===== src/rtl/sec_wdog_pkg.sv =====
package sec_wdog_pkg;

    // control word bit positions (software decodes these)
    localparam int CTRL_RUN_BIT   = 0;
    localparam int CTRL_FIRED_BIT = 1;
    localparam int CTRL_ACT_BIT   = 2;
    localparam int CTRL_OFF_BIT   = 3;
    localparam int CTRL_TRIG_BIT  = 7;

    // byte-address bit that selects control (0) or timeout (1) word
    localparam int WIN_SEL_BIT    = 2;

    typedef enum logic {
        ACT_RESET    = 1'b0,
        ACT_POWEROFF = 1'b1
    } expiry_act_e;

endpackage


===== src/rtl/sec_wdog_regs.sv =====
module sec_wdog_regs
    import sec_wdog_pkg::*;
#(
    parameter int DATA_W       = 32,
    parameter int ADDR_W       = 3,
    parameter int SECS_W       = 10,
    parameter int DEFAULT_SECS = 60
) (
    input  logic              clk,
    input  logic              por_n,
    input  logic              sys_rst_n,
    input  logic              enable,
    input  logic [ADDR_W-1:0] reg_addr,
    input  logic              reg_wr,
    input  logic [DATA_W-1:0] reg_wdata,
    input  logic              expire,
    output logic [DATA_W-1:0] reg_rdata,
    output logic              running,
    output expiry_act_e       action,
    output logic              trig,
    output logic              start,
    output logic              halt,
    output logic [SECS_W-1:0] reload
);

    localparam logic [SECS_W-1:0] RELOAD_RST = SECS_W'(DEFAULT_SECS);

    typedef struct packed {
        logic              running;
        logic              fired;
        expiry_act_e       action;
        logic [SECS_W-1:0] reload;
    } regs_t;

    regs_t regs_d, regs_q;

    logic ctrl_wr;
    logic cnt_wr;
    logic stop_wr;
    logic unused_bits;

    assign unused_bits = ^{reg_addr, reg_wdata};

    always_comb begin
        ctrl_wr = reg_wr && !reg_addr[WIN_SEL_BIT];
        cnt_wr  = reg_wr &&  reg_addr[WIN_SEL_BIT];
        stop_wr = ctrl_wr && !reg_wdata[CTRL_RUN_BIT] && regs_q.running;
        trig    = ctrl_wr && reg_wdata[CTRL_TRIG_BIT] && enable && sys_rst_n;
        start   = ctrl_wr && reg_wdata[CTRL_RUN_BIT] && !reg_wdata[CTRL_TRIG_BIT]
                  && !regs_q.running && enable && sys_rst_n;
        halt    = stop_wr || !enable;

        regs_d = regs_q;
        if (ctrl_wr) begin
            regs_d.running = reg_wdata[CTRL_RUN_BIT] && enable;
            regs_d.action  = expiry_act_e'(reg_wdata[CTRL_ACT_BIT]);
            if (reg_wdata[CTRL_FIRED_BIT]) begin
                regs_d.fired = 1'b0;
            end
        end
        if (cnt_wr && (reg_wdata[SECS_W-1:0] != '0)) begin
            regs_d.reload = reg_wdata[SECS_W-1:0];
        end
        if (expire) begin
            regs_d.running = 1'b0;
            regs_d.fired   = 1'b1;
        end
        if (!enable) begin
            regs_d.running = 1'b0;
        end
        if (!sys_rst_n) begin
            regs_d.running = 1'b0;
            regs_d.action  = ACT_RESET;
            regs_d.reload  = RELOAD_RST;
        end
    end

    always_ff @(posedge clk or negedge por_n) begin
        if (!por_n) begin
            regs_q <= '{running: 1'b0, fired: 1'b0, action: ACT_RESET, reload: RELOAD_RST};
        end else begin
            regs_q <= regs_d;
        end
    end

    always_comb begin
        reg_rdata = '0;
        if (!reg_addr[WIN_SEL_BIT]) begin
            reg_rdata[CTRL_RUN_BIT]   = regs_q.running;
            reg_rdata[CTRL_FIRED_BIT] = regs_q.fired;
            reg_rdata[CTRL_ACT_BIT]   = regs_q.action;
            reg_rdata[CTRL_OFF_BIT]   = !enable;
        end else begin
            reg_rdata[SECS_W-1:0]     = regs_q.reload;
        end
    end

    assign running = regs_q.running;
    assign action  = regs_q.action;
    assign reload  = regs_q.reload;

    AST_EXPIRE_STOPS: assert property (@(posedge clk) disable iff (!por_n)
        expire |=> !regs_q.running);

    AST_EXPIRE_FLAGS: assert property (@(posedge clk) disable iff (!por_n)
        expire |=> regs_q.fired);

    AST_FLAG_SURVIVES: assert property (@(posedge clk) disable iff (!por_n)
        (!sys_rst_n && !expire && !reg_wr) |=> $stable(regs_q.fired));

    AST_OFF_NO_RUN: assert property (@(posedge clk) disable iff (!por_n)
        !enable |=> !regs_q.running);

    AST_ZERO_SECS_IGNORED: assert property (@(posedge clk) disable iff (!por_n)
        (cnt_wr && sys_rst_n && (reg_wdata[SECS_W-1:0] == '0)) |=> $stable(regs_q.reload));

endmodule


===== src/rtl/sec_wdog_prescale.sv =====
module sec_wdog_prescale #(
    parameter int CLK_HZ = 100_000_000
) (
    input  logic clk,
    input  logic por_n,
    input  logic sys_rst_n,
    input  logic run,
    input  logic halt,
    input  logic restart,
    output logic tick
);

    localparam int             CNT_W = (CLK_HZ > 1) ? $clog2(CLK_HZ) : 1;
    localparam logic [CNT_W-1:0] LAST = CNT_W'(CLK_HZ - 1);

    typedef struct packed {
        logic [CNT_W-1:0] cnt;
    } presc_t;

    presc_t presc_d, presc_q;

    always_comb begin
        presc_d = presc_q;
        if (restart) begin
            presc_d.cnt = '0;
        end else if (run && !halt) begin
            presc_d.cnt = (presc_q.cnt == LAST) ? '0 : presc_q.cnt + 1'b1;
        end
        if (!sys_rst_n) begin
            presc_d.cnt = '0;
        end
    end

    always_ff @(posedge clk or negedge por_n) begin
        if (!por_n) begin
            presc_q <= '0;
        end else begin
            presc_q <= presc_d;
        end
    end

    assign tick = run && (presc_q.cnt == LAST);

    AST_FULL_FIRST_SECOND: assert property (@(posedge clk) disable iff (!por_n)
        restart |=> (CLK_HZ == 1) || !tick);

endmodule


===== src/rtl/sec_wdog_countdown.sv =====
module sec_wdog_countdown #(
    parameter int SECS_W = 10
) (
    input  logic              clk,
    input  logic              por_n,
    input  logic              sys_rst_n,
    input  logic              running,
    input  logic              trig,
    input  logic              start,
    input  logic              halt,
    input  logic              tick,
    input  logic [SECS_W-1:0] reload,
    output logic              load,
    output logic              expire
);

    typedef struct packed {
        logic [SECS_W-1:0] remain;
    } cd_t;

    cd_t cd_d, cd_q;
    logic step;

    always_comb begin
        load   = trig || (start && (cd_q.remain == '0));
        step   = tick && running && !halt && !trig;
        expire = step && (cd_q.remain == SECS_W'(1)) && sys_rst_n;

        cd_d = cd_q;
        if (load) begin
            cd_d.remain = reload;
        end else if (step && (cd_q.remain != '0)) begin
            cd_d.remain = cd_q.remain - 1'b1;
        end
        if (!sys_rst_n) begin
            cd_d.remain = '0;
        end
    end

    always_ff @(posedge clk or negedge por_n) begin
        if (!por_n) begin
            cd_q <= '0;
        end else begin
            cd_q <= cd_d;
        end
    end

    AST_RELOAD_BEATS_EXPIRY: assert property (@(posedge clk) disable iff (!por_n)
        (trig && sys_rst_n) |=> (cd_q.remain != '0));

endmodule


===== src/rtl/sec_wdog_pulse.sv =====
module sec_wdog_pulse
    import sec_wdog_pkg::*;
#(
    parameter int PULSE_CYCLES = 16
) (
    input  logic        clk,
    input  logic        por_n,
    input  logic        sys_rst_n,
    input  logic        expire,
    input  expiry_act_e action,
    output logic        rst_req,
    output logic        off_req
);

    localparam int PW = $clog2(PULSE_CYCLES + 1);
    localparam logic [PW-1:0] LEN = PW'(PULSE_CYCLES);

    typedef struct packed {
        logic [PW-1:0] left;
        expiry_act_e   act;
    } pulse_t;

    pulse_t pulse_d, pulse_q;

    always_comb begin
        pulse_d = pulse_q;
        if (expire) begin
            pulse_d.left = LEN;
            pulse_d.act  = action;
        end else if (pulse_q.left != '0) begin
            pulse_d.left = pulse_q.left - 1'b1;
        end
        if (!sys_rst_n) begin
            pulse_d.left = '0;
            pulse_d.act  = ACT_RESET;
        end
    end

    always_ff @(posedge clk or negedge por_n) begin
        if (!por_n) begin
            pulse_q <= '{left: '0, act: ACT_RESET};
        end else begin
            pulse_q <= pulse_d;
        end
    end

    assign rst_req = (pulse_q.left != '0) && (pulse_q.act == ACT_RESET);
    assign off_req = (pulse_q.left != '0) && (pulse_q.act == ACT_POWEROFF);

    AST_ONE_REQUEST: assert property (@(posedge clk) disable iff (!por_n)
        $onehot0({rst_req, off_req}));

    AST_REQ_ON_EXPIRY: assert property (@(posedge clk) disable iff (!por_n)
        (expire && sys_rst_n) |=> (rst_req || off_req));

endmodule


===== src/rtl/sec_wdog.sv =====
module sec_wdog
    import sec_wdog_pkg::*;
#(
    parameter int CLK_HZ       = 100_000_000,
    parameter int DATA_W       = 32,
    parameter int SECS_W       = 10,
    parameter int DEFAULT_SECS = 60,
    parameter int PULSE_CYCLES = 16
) (
    input  logic              clk,
    input  logic              por_n,
    input  logic              sys_rst_n,
    input  logic              wd_enable,
    input  logic [2:0]        reg_addr,
    input  logic              reg_wr,
    input  logic [DATA_W-1:0] reg_wdata,
    output logic [DATA_W-1:0] reg_rdata,
    output logic              sys_reset_req,
    output logic              power_off_req
);

    localparam int ADDR_W = 3;

    logic              running;
    expiry_act_e       action;
    logic              trig;
    logic              start;
    logic              halt;
    logic [SECS_W-1:0] reload;
    logic              load;
    logic              expire;
    logic              tick;

    sec_wdog_regs #(
        .DATA_W      (DATA_W),
        .ADDR_W      (ADDR_W),
        .SECS_W      (SECS_W),
        .DEFAULT_SECS(DEFAULT_SECS)
    ) u_regs (
        .clk       (clk),
        .por_n     (por_n),
        .sys_rst_n (sys_rst_n),
        .enable    (wd_enable),
        .reg_addr  (reg_addr),
        .reg_wr    (reg_wr),
        .reg_wdata (reg_wdata),
        .expire    (expire),
        .reg_rdata (reg_rdata),
        .running   (running),
        .action    (action),
        .trig      (trig),
        .start     (start),
        .halt      (halt),
        .reload    (reload)
    );

    sec_wdog_prescale #(
        .CLK_HZ(CLK_HZ)
    ) u_prescale (
        .clk       (clk),
        .por_n     (por_n),
        .sys_rst_n (sys_rst_n),
        .run       (running),
        .halt      (halt),
        .restart   (load),
        .tick      (tick)
    );

    sec_wdog_countdown #(
        .SECS_W(SECS_W)
    ) u_countdown (
        .clk       (clk),
        .por_n     (por_n),
        .sys_rst_n (sys_rst_n),
        .running   (running),
        .trig      (trig),
        .start     (start),
        .halt      (halt),
        .tick      (tick),
        .reload    (reload),
        .load      (load),
        .expire    (expire)
    );

    sec_wdog_pulse #(
        .PULSE_CYCLES(PULSE_CYCLES)
    ) u_pulse (
        .clk       (clk),
        .por_n     (por_n),
        .sys_rst_n (sys_rst_n),
        .expire    (expire),
        .action    (action),
        .rst_req   (sys_reset_req),
        .off_req   (power_off_req)
    );

endmodule


===== config.mk =====
export PLATFORM = sky130hd
export DESIGN_NAME = sec_wdog
export DESIGN_NICKNAME = d
export VERILOG_FILES = /design/src/rtl/sec_wdog_pkg.sv /design/src/rtl/sec_wdog_regs.sv /design/src/rtl/sec_wdog_prescale.sv /design/src/rtl/sec_wdog_countdown.sv /design/src/rtl/sec_wdog_pulse.sv /design/src/rtl/sec_wdog.sv
export SDC_FILE = /design/constraint.sdc
export NUM_CORES = 1
export LEC_CHECK = 0
export CELL_PAD_IN_SITES_DETAIL_PLACEMENT = 1
export CELL_PAD_IN_SITES_GLOBAL_PLACEMENT = 1
export CORE_ASPECT_RATIO = 1.25
export CORE_MARGIN = 3
export CORE_UTILIZATION = 52
export DETAILED_ROUTE_END_ITERATION = 7
export DONT_BUFFER_PORTS = 1
export GPL_TIMING_DRIVEN = 0
export PLACE_DENSITY = 0.92
export REMOVE_ABC_BUFFERS = 1
export SLEW_MARGIN = 20
export SYNTH_ARGS = -nofsm -noshare
export SYNTH_HDL_FRONTEND = slang
export SYNTH_SLANG_ARGS = --single-unit

===== constraint.sdc =====
create_clock -name clk -period 5.5 [get_ports clk]
set_input_delay 0.55 -clock clk [delete_from_list [all_inputs] [get_ports clk]]
set_output_delay 0.55 -clock clk [all_outputs]
set_load 0.01 [all_outputs]

==> metrics, run 1 <==
status finished clean; Synth Area in Adders 2.12%; switching power between 200 and 300 µW; RePlAce Congestion 0.897; clock root cell clkbuf_8; Period minus WS final 2.89 ns; Worst-Skew Late Latency 0.31 ns; syn_area_per_cell between 9 and 10 µm²; post-synthesis register bit count 56; Ant. Diodes 0; Area after DPL 0.00349 mm²; top post-synthesis cells by area dfrtp_1, buf_4, mux2i_1; Final Hold Viols 0; Synth Area in Simple Gates 27.1%; DR pass1 iterations 4; CP max FO 18; largest family of logic cells by synthesized area simple AND/OR/NAND/NOR gates; Via density about 6.4; Crit. End Element flop; Nets between 400 and 500; Area Overhead vs Synth 2.51%; R2R depth 5; Worst Hold Class input port to asynchronous set/reset pin; Synth Area in XOR/XNOR between 3 and 4%; final instance area 0.00363 mm²; Clock Path Buffers 2; DR vias 2996; dominant cell type by area after synthesis dfrtp_1; Peak supply drop 0.188 mV; sequential area share after synthesis 39.7%; hpwl dp 6520 µm; fin. max-slew vios 0; largest net degree at the start of global routing 53; placed insts 460; Arr. time, crit path 3.06 ns; most frequent cells in the layout dfrtp_1, nand2_1, nor2_1; Routed Antenna Nets 0; Sw Share 29.8%; Critical Path Start u_countdown.cd_q[2]; max-cap viol count 0; Worst path slowest cell nor4_1; final cell count without fillers 469; row cnt 33; Port Buffer Count 0; Peak Freq 346 MHz; Yosys warning total 0; total CTS buffers 5; Rel. slew slack between 40% and 50%; worst stage delay on the critical path 0.75 ns; Leakage 1.50 nW; startpoint types flop; first-pass GRT wire length 15600 µm; final setup TNS 0 ns; Die Width 79.8 µm; top cell type's share of synthesized area 36.7%; Chip Height around 100 µm; clk_skew ~0.0054 ns; CTS sink count 56; R2R Path Start u_countdown.cd_q[2]; top_reg_cell synth dfrtp_1; share of cells above drive strength 1 7.07%; Async SR Flop Fraction 100%; drt drc 0; Internal 636 µW; Die ar. 0.00785 mm²; Avg WL per Cell 19.8 µm; Unique masters post-synth 62; total gr overflow 0; synthesized area 0.00354 mm²; clock-pin slew on the worst setup and hold paths 0.10 ns; CTS tree built; power density cells 249 mW/mm²; cell breakdown of the critical path nor4_1, and4_1, nor3_4, nand2_1, a31oi_1; Synth Area in Compound Gates 15.0%; Reg power frac 50.2%; GRT Resource Usage Total 24.8%; Tcrit/Tclk final 52.6%; core box area about 0.0066 mm²; measured slew at the worst slew-check pin 0.887 ns; H-tree levels 2; drt first-iter violations around 240; Finish-stage setup viols 0; Post-synth EDFFs 0; Syn Inst Count 393; mux contribution to synthesized area 4.59%; antenna violations before repair 0; number of global-route vias before repair 3188; commonest non-fill, non-tap cell in the layout dfrtp_1; Initial Utilization 53.7%; Fillers 771; I/O Pins 74; final WL 9290 µm; Comb pwr share about a fifth; WS Path Type flop to flop; worst endpoint required time 5.66 ns; Clock power frac 30.3%; RSZ-0062 raised after global routing false
-- kinds of logic (layout without fill, tap and decap cells) --
kind of cell | after synthesis | count (layout)
adders and majority gates | 6 | 6
DFF | 56 | 56
buffers and inverters | 51 | 19
xor gates and xnor gates | 13 | 13
AOI/OAI and AO/OA | 82 | 82
muxes | 16 | 16
other | 1 | 22
and+or+nand+nor | 168 | 168
-- cell usage after synthesis (14+ instances only) --
library cell  count
dfrtp_1          52
nand2_1          34
o21ai_0          19
a31oi_1          22
nor2_1           30
and2_1           14
buf_4            23
mux2i_1          14
nand3_1          23
-- worst paths after layout --
kind / end / slack, ns
max in group asynchronous: u_prescale.presc_q[11] / 5.18
worst min register to register: u_regs.regs_q[11] / 0.51
worst min-delay path: u_regs.reload[2] / 0.07
worst max register to register: u_prescale.presc_q[6] / 2.61
min in group clk: u_regs.reload[5] / 0.26
worst max-delay path: u_prescale.presc_q[6] / 2.61
-- power groups by stage --
stage | logic (mW) | clock network (mW) | registers (mW)
6_report | 0.176 | 0.275 | 0.455
3_3_place_gp | 0.155 | 0 | 0.459
2_1_floorplan | 0.132 | 0 | 0.455
3_5_place_dp | 0.165 | 0 | 0.462
5_1_grt | 0.200 | 0.292 | 0.458
4_1_cts | 0.176 | 0.278 | 0.455
-- cell type report --
| type | instances | area, µm² | area share, % |
|---|---|---|---|
| multi-input cells | 307 | 1950 | 53.5 |
| flip-flops and latches | 56 | 1410 | 38.7 |
| well taps | 87 | 109 | 3.00 |
| clock buffers | 6 | 72.6 | 2.00 |
| inverters | 10 | 37.5 | 1.03 |
| clock inverters | 2 | 35.0 | 0.964 |
| repair buffers | 1 | 27.5 | 0.758 |
-- state kept, by name, indices dropped and copies added, names as in the netlist --
| register | count |
|---|---|
| u_regs.action | 1 |
| u_pulse.pulse_q | 6 |
| u_regs.running | 1 |
| u_countdown.cd_q | 10 |
| u_regs.regs_q | 1 |
| u_regs.reload | 10 |
| u_prescale.presc_q | 27 |
-- metrics by stage --
stage	utilization [%]	setup slack [ns]	total power [mW]	hold slack [ns]
2_1_floorplan	-	3.22	0.587	0.254
3_5_place_dp	52.9	2.30	0.627	0.257
4_1_cts	54.9	2.29	0.908	0.0657
5_1_grt	55.0	2.35	0.950	0.0575
6_report	55.0	2.61	0.906	0.0690
3_3_place_gp	52.7	2.44	0.614	0.257
-- worst max-delay path, delay by kind of cell (launching register included) --
family / cells / cell delay, ns
AND/OR/NAND/NOR: 4 / 2.08
flip-flops: 1 / 0.48
AO/OA/AOI/OAI: 1 / 0.19
-- per-layer routing --
| layer | global-route usage [%] | vias to the layer above | share of wire (%) |
|---|---|---|---|
| met3 | 3.04 | 14 | 3.2 |
| li1 | - | 1377 | - |
| met4 | 7.80 | 0 | 2.1 |
| met5 | 0 | - | 0 |
| met2 | 45.5 | 79 | 54 |
| met1 | 29.6 | 1526 | 41 |
-- timing repair --
action | in CTS | in global routing
endpoints found under the hold margin | 52 | 0
setup buffers | 0 | 0
resized for setup | 0 | 0
hold buffers | 1 | 0
endpoints found under the setup margin | 0 | 0
(Power assumes the default switching activity.)
==> run 2: changes to the inputs <==
- ABC_AREA: unset -> 1
- CORE_UTILIZATION: 52 -> 45
- PLACE_DENSITY: 0.92 -> 0.87
- clock period: 5.5 -> 2.8 ns (I/O delays scaled with it)
==> run 2 against run 1 <==
Net effect:
- combinational power rose to 4.2 times the previous value
- sequential power up 120%
- utilization fell by 7.6 points
- clock skew up 0.0084 ns
- wire length is 19% higher
- synthesized area grew 16%
- die area is 31% higher
- highest routed layer unchanged
==> metrics, run 2 <==
clk_skew 0.0138 ns (was 0.00543 ns); CTS tree built (unchanged); final instance area 0.00417 mm² (was 0.00363 mm²); Post-synth EDFFs 0 (unchanged); row cnt 38 (was 33); HP Start sys_rst_n; Period minus WS final 2.46 ns (was 2.89 ns); commonest non-fill, non-tap cell in the layout nand2_1 (was dfrtp_1); clock-pin slew on the worst setup and hold paths 0.11 ns (was 0.10 ns); top post-synthesis cells by area dfrtp_1, nand2_1, nand3_1 (was dfrtp_1, buf_4, mux2i_1); synthesized area 0.00410 mm² (was 0.00354 mm²); DR vias 3828 (was 2996); Area Overhead vs Synth 1.71% (was 2.51%); sequential area share after synthesis 34.3% (was 39.7%); Synth Area in XOR/XNOR 2.35% (was 3.21%); drt drc 0 (unchanged); H-tree levels 2 (unchanged); Peak supply drop 0.354 mV (was 0.188 mV); largest register by flop count u_prescale.presc_q (unchanged); R2R Setup Slk 0.34 ns (was 2.61 ns); Final Hold Viols 0 (unchanged); Syn Inst Count 607 (was 393); R2R Path Start u_countdown.cd_q[0] (was u_countdown.cd_q[2]); Post-CTS Setup Inserts 0 (unchanged); power density cells 534 mW/mm² (was 249 mW/mm²); measured slew at the worst slew-check pin 0.649 ns (was 0.887 ns); Tcrit/Tclk final 87.8% (was 52.6%); fin. max-slew vios 0 (unchanged); dominant cell type by area after synthesis dfrtp_1 (unchanged); hpwl dp 8290 µm (was 6520 µm); syn_area_per_cell 6.75 µm² (was 9.02 µm²); Unique masters post-synth 37 (was 62); mux contribution to synthesized area 0% (was 4.59%); max reg flops 27 (unchanged); post-CTS resize count 0 (unchanged); Clock Path Buffers 2 (unchanged); Rel. slew slack 56.7% (was 40.9%); max-cap viol count 0 (unchanged); most frequent cells in the layout nand2_1, nor2_1, nand3_1 (was dfrtp_1, nand2_1, nor2_1); WS Path Type flop to flop (unchanged); Routed Antenna Nets 0 (unchanged); Die ar. 0.0103 mm² (was 0.00785 mm²); number of global-route vias before repair 4081 (was 3188); max layer used met4 (unchanged); I/O Pins 74 (unchanged); worst endpoint required time 3.01 ns (was 5.66 ns); Worst Hold Class input port to flop (was input port to asynchronous set/reset pin); Leakage 2.09 nW (was 1.50 nW); top cells by count, synth nand2_1, nor2_1, nand3_1 (was dfrtp_1, nand2_1, nor2_1); DR pass1 iterations 4 (unchanged); core box area 0.00880 mm² (was 0.00661 mm²); GRT Resource Usage Total 22.6% (was 24.8%); hold_buf cts 2 (was 1); Peak Freq 407 MHz (was 346 MHz); status finished clean (unchanged); Port Buffer Count 0 (unchanged); Crit. End Element flop (unchanged); RSZ-0062 raised after global routing false (unchanged); Ant. Diodes 0 (unchanged); Finish-stage setup viols 0 (unchanged); top cell type's share of synthesized area 31.7% (was 36.7%); CP max FO 32 (was 18); first-pass GRT wire length 19100 µm (was 15600 µm); total CTS buffers 5 (unchanged); final setup TNS 0 ns (unchanged); Critical Path Start u_countdown.cd_q[0] (was u_countdown.cd_q[2]); top_reg_cell synth dfrtp_1 (unchanged); post-synthesis register bit count 56 (unchanged); share of cells above drive strength 1 8.33% (was 7.07%); Final Total Pwr 2.23 mW (was 906 µW); most frequent cell after synthesis nand2_1 (was dfrtp_1); largest net degree at the start of global routing 57 (was 53); Yosys warning total 0 (unchanged); Worst-Skew Late Latency 0.33 ns (was 0.31 ns); post-layout util 47.4% (was 55.0%); Initial Utilization 46.6% (was 53.7%); final WL 11000 µm (was 9290 µm); Die Width 91.4 µm (was 79.8 µm); Via density 5.32 (was 6.39); RePlAce Congestion 0.839 (was 0.897); clock root cell clkbuf_8 (unchanged); Arr. time, crit path 2.67 ns (was 3.06 ns); routed wl met2 5940 µm (was 4990 µm); CTS sink count 56 (unchanged); Chip Height 113 µm (was 98.3 µm); Synth Area in Simple Gates 43.0% (was 27.1%); largest family of logic cells by synthesized area simple AND/OR/NAND/NOR gates (unchanged); Synth Area in Adders 1.83% (was 2.12%); total gr overflow 0 (unchanged); startpoint types flop (unchanged); metal3 WL 336 µm (was 301 µm); antenna violations before repair 0 (unchanged); Area after DPL 0.00404 mm² (was 0.00349 mm²); Synth Area in Compound Gates 5.37% (was 15.0%); Nets 645 (was 427); drt first-iter violations 170 (was 238); Avg WL per Cell 15.3 µm (was 19.8 µm); M1 wire length 4430 µm (was 3800 µm); Async SR Flop Fraction 100% (unchanged)
==> run 2: cell count changes after synthesis, moves of 9 or more <==
| cell | change |
|---|---|
| a31oi_1 | -22 |
| mux2i_1 | -14 |
| nor2_1 | +35 |
| and2_1 | -14 |
| a21oi_1 | +11 |
| nand3_1 | +41 |
| inv_1 | +51 |
| o211ai_1 | -9 |
| nand2_1 | +168 |
==> run 2: critical path: stages, from the launching register on <==
cell     delay [ns]
dfrtp_1        0.42
inv_1          0.15
ha_1           0.23
nand2_2        0.08
nor2_4         0.05
nand2_2        0.23
nand3_2        0.57
inv_2          0.46
o21ai_0        0.14
==> run 2: cell type report <==
cell class                 count  area (µm²)
clock buffer                   8        90.1
fill                        1207        4630
timing repair buffer           2        37.5
inverter                      66         249
tap                          120         150
sequential                    56        1410
multi-input combinational    468        2240
==> run 2: logic make-up (layout without fill, tap and decap cells) <==
| logic type | after synthesis | count (layout) |
|---|---|---|
| other | 1 | 22 |
| adders and majority gates | 6 | 6 |
| DFF | 56 | 56 |
| buffers and inverters | 104 | 76 |
| and+or+nand+nor | 387 | 387 |
| AOI/OAI and AO/OA | 42 | 42 |
| xor gates and xnor gates | 11 | 11 |
==> run 2: final timing paths <==
check                                               to  cells past startpoint
worst min-delay path                  u_regs.reload[3]                      2
worst min register to register        u_regs.reload[3]                      2
max in group asynchronous             u_regs.reload[5]                      2
min in group asynchronous       u_prescale.presc_q[22]                      2
worst max-delay path             u_prescale.presc_q[2]                      8
worst max register to register   u_prescale.presc_q[2]                      8
==> run 2: through the flow <==
stage | worst slack, ns | hold WS (ns) | std cells
2_1_floorplan | 0.912 | -0.0156 | 590
3_3_place_gp | 0.366 | -0.0121 | 710
3_5_place_dp | 0.337 | -0.0129 | 710
4_1_cts | 0.327 | 0.0577 | 720
5_1_grt | 0.0325 | 0.0654 | 720
6_report | 0.341 | 0.0694 | 720
==> run 2: routing by layer <==
layer / track usage [%] / up-vias
met5: 0 / -
met4: 8.95 / 0
met3: 3.92 / 19
met2: 41.8 / 67
met1: 25.5 / 1888
li1: - / 1854
==> run 2: power breakdown <==
part / total [mW] / switching, mW / leakage (nW) / internal (mW)
Sequential: 0.996 / 0.101 / 0.753 / 0.896
Clock: 0.485 / 0.282 / 0.0455 / 0.203
Combinational: 0.744 / 0.473 / 1.29 / 0.271
Total: 2.23 / 0.856 / 2.09 / 1.37
==> run 3: changes to the inputs <==
- ABC_AREA: 1 -> unset
- CORE_UTILIZATION: 45 -> 48
- SLEW_MARGIN: 20 -> unset
==> run 3 against run 2 <==
Net effect:
- combinational power fell by 52%
- power fell by 23%
- clock power fell by 3%
- worst hold slack improved by 0.030 ns
- fmax fell by 3.4%
- cell count fell by 34%
- clock-buffer cell count did not move
- first-iteration DRC count fell by 26%
- clock skew fell by 0.0048 ns
- via count fell by 23%
- utilization rose by 4.9 points
- largest power group unchanged
==> metrics, run 3 (same netlist as run 1, synthesis figures left out) <==
Routed Antenna Nets 0 (unchanged); placed insts 463 (was 710); hpwl dp 6410 µm (was 8290 µm); most frequent cells in the layout dfrtp_1, nand2_1, nor2_1 (was nand2_1, nor2_1, nand3_1); post-route setup slack 0.254 ns (was 0.341 ns); power density cells 465 mW/mm² (was 534 mW/mm²); cell breakdown of the critical path or4b_4, nor4_4, nand3_1, o21ai_1, a211oi_1 (was inv_1, ha_1, nand2_2, nor2_4, nand2_2, nand3_2, inv_2, o21ai_0); antenna violations before repair 0 (unchanged); largest net degree at the start of global routing 57 (unchanged); Rel. slew slack 9.55% (was 56.7%); worst stage delay on the critical path 0.58 ns (was 0.57 ns); CP max FO 7 (was 32); R2R Setup Slk 0.25 ns (was 0.34 ns); Avg WL per Cell 18.8 µm (was 15.3 µm); Ant. Diodes 0 (unchanged); status finished clean (unchanged); Worst path slowest cell or4b_4 (was nand3_2); DR vias 2943 (was 3828); startpoint types flop (unchanged); Peak Freq 393 MHz (was 407 MHz); Worst Hold Class input port to flop (unchanged); Worst-Skew Late Latency 0.31 ns (was 0.33 ns); max reg flops 27 (unchanged); RR Endpoint u_pulse.pulse_q[2] (was u_prescale.presc_q[2]); Port Buffer Count 0 (unchanged); Levels on crit path 5 (was 8); R2R depth 5 (was 8); Die ar. 0.00846 mm² (was 0.0103 mm²); Initial Utilization 50.2% (was 46.6%); max-cap viol count 0 (unchanged); commonest non-fill, non-tap cell in the layout dfrtp_1 (was nand2_1); Critical Path Start u_prescale.presc_q[11] (was u_countdown.cd_q[0]); core box area 0.00706 mm² (was 0.00880 mm²); Via density 6.16 (was 5.32); Finish-stage setup viols 0 (unchanged); RePlAce Congestion 0.881 (was 0.839); share of cells above drive strength 1 8.51% (was 8.33%); post-place setup slack -0.384 ns (was 0.337 ns); CTS sink count 56 (unchanged); row cnt 34 (was 38); Die Width 82.9 µm (was 91.4 µm); Arr. time, crit path 2.72 ns (was 2.67 ns); R2R Path Start u_prescale.presc_q[11] (was u_countdown.cd_q[0]); Nets 433 (was 645); Crit. End Element flop (unchanged); Setup crit end u_pulse.pulse_q[2] (was u_prescale.presc_q[2]); Peak supply drop 0.363 mV (was 0.354 mV); Chip Height 102 µm (was 113 µm); final setup TNS 0 ns (unchanged); fin. max-slew vios 0 (unchanged); total CTS buffers 5 (unchanged); Period minus WS final 2.55 ns (was 2.46 ns); clock root cell clkbuf_8 (unchanged); clk_skew 0.00900 ns (was 0.0138 ns); I/O Pins 74 (unchanged); Clock Path Buffers 2 (unchanged); largest register by flop count u_prescale.presc_q (unchanged); number of global-route vias before repair 3084 (was 4081); CTS tree built (unchanged); worst endpoint required time 2.97 ns (was 3.01 ns); H-tree levels 2 (unchanged); post-layout util 52.3% (was 47.4%); clock-pin slew on the worst setup and hold paths 0.10 ns (was 0.11 ns); drt first-iter violations 125 (was 170); worst path bufs/invs 0 (was 2); Area Overhead vs Synth 4.13% (was 1.71%); drt drc 0 (unchanged); critical path's top delay family simple AND/OR/NAND/NOR gates (unchanged); measured slew at the worst slew-check pin 1.35 ns (was 0.649 ns); first-pass GRT wire length 15000 µm (was 19100 µm); Tcrit/Tclk final 90.9% (was 87.8%); Leakage 1.53 nW (was 2.09 nW); Final Total Pwr 1.72 mW (was 2.23 mW); final WL 8990 µm (was 11000 µm); Final Hold Viols 0 (unchanged); total gr overflow 0 (unchanged); GRT Resource Usage Total 21.5% (was 22.6%); final cell count without fillers 478 (was 720); RSZ-0062 raised after global routing false (unchanged); DR pass1 iterations 4 (unchanged); WS Path Type flop to flop (unchanged)
-- run 3: worst min path at each step --
stage,from,to,cells after the start
after floorplan,por_n,u_countdown.cd_q[0],0
after global placement,por_n,u_prescale.presc_q[2],0
after detailed placement,por_n,u_prescale.presc_q[12],0
after CTS,sys_rst_n,u_countdown.cd_q[7],2
after global routing,wd_enable,u_regs.running,1
final,sys_rst_n,u_countdown.cd_q[9],2
-- run 3: routing by layer --
layer | GRT usage, % | up-vias | routed length [µm]
met2 | 40.1 | 66 | 4670
met1 | 25.9 | 1482 | 3890
met3 | 3.06 | 8 | 322
met5 | 0 | - | 0
li1 | - | 1387 | -
met4 | 6.54 | 0 | 106
-- run 3: power breakdown --
group          internal [mW]  total, mW  switching [mW]
combinational          0.140      0.355           0.215
sequential             0.853      0.890          0.0376
clock                  0.203      0.472           0.269
-- run 3: area by class of cell --
class | count | area, µm²
clock buffer | 8 | 90.1
fill | 852 | 3370
inverter | 10 | 37.5
multi-input combinational | 307 | 1950
sequential | 56 | 1410
tap | 90 | 113
timing repair buffer | 7 | 90.1
-- run 3: repair_timing --
item	in CTS	in global routing
pin swaps	0	2
endpoints found under the setup margin	20	20
setup buffers	0	4
resized for setup	5	2
cloned	0	0
endpoints found under the hold margin	60	0
hold buffers	3	0
-- run 3: metrics by stage --
| stage | cell area [µm²] | hold slack, ns |
|---|---|---|
| floorplan | 3370 | -0.0156 |
| global placement | 3490 | -0.0133 |
| detailed placement | 3490 | -0.0136 |
| CTS | 3650 | 0.0961 |
| global route | 3690 | 0.111 |
| finish | 3690 | 0.0992 |
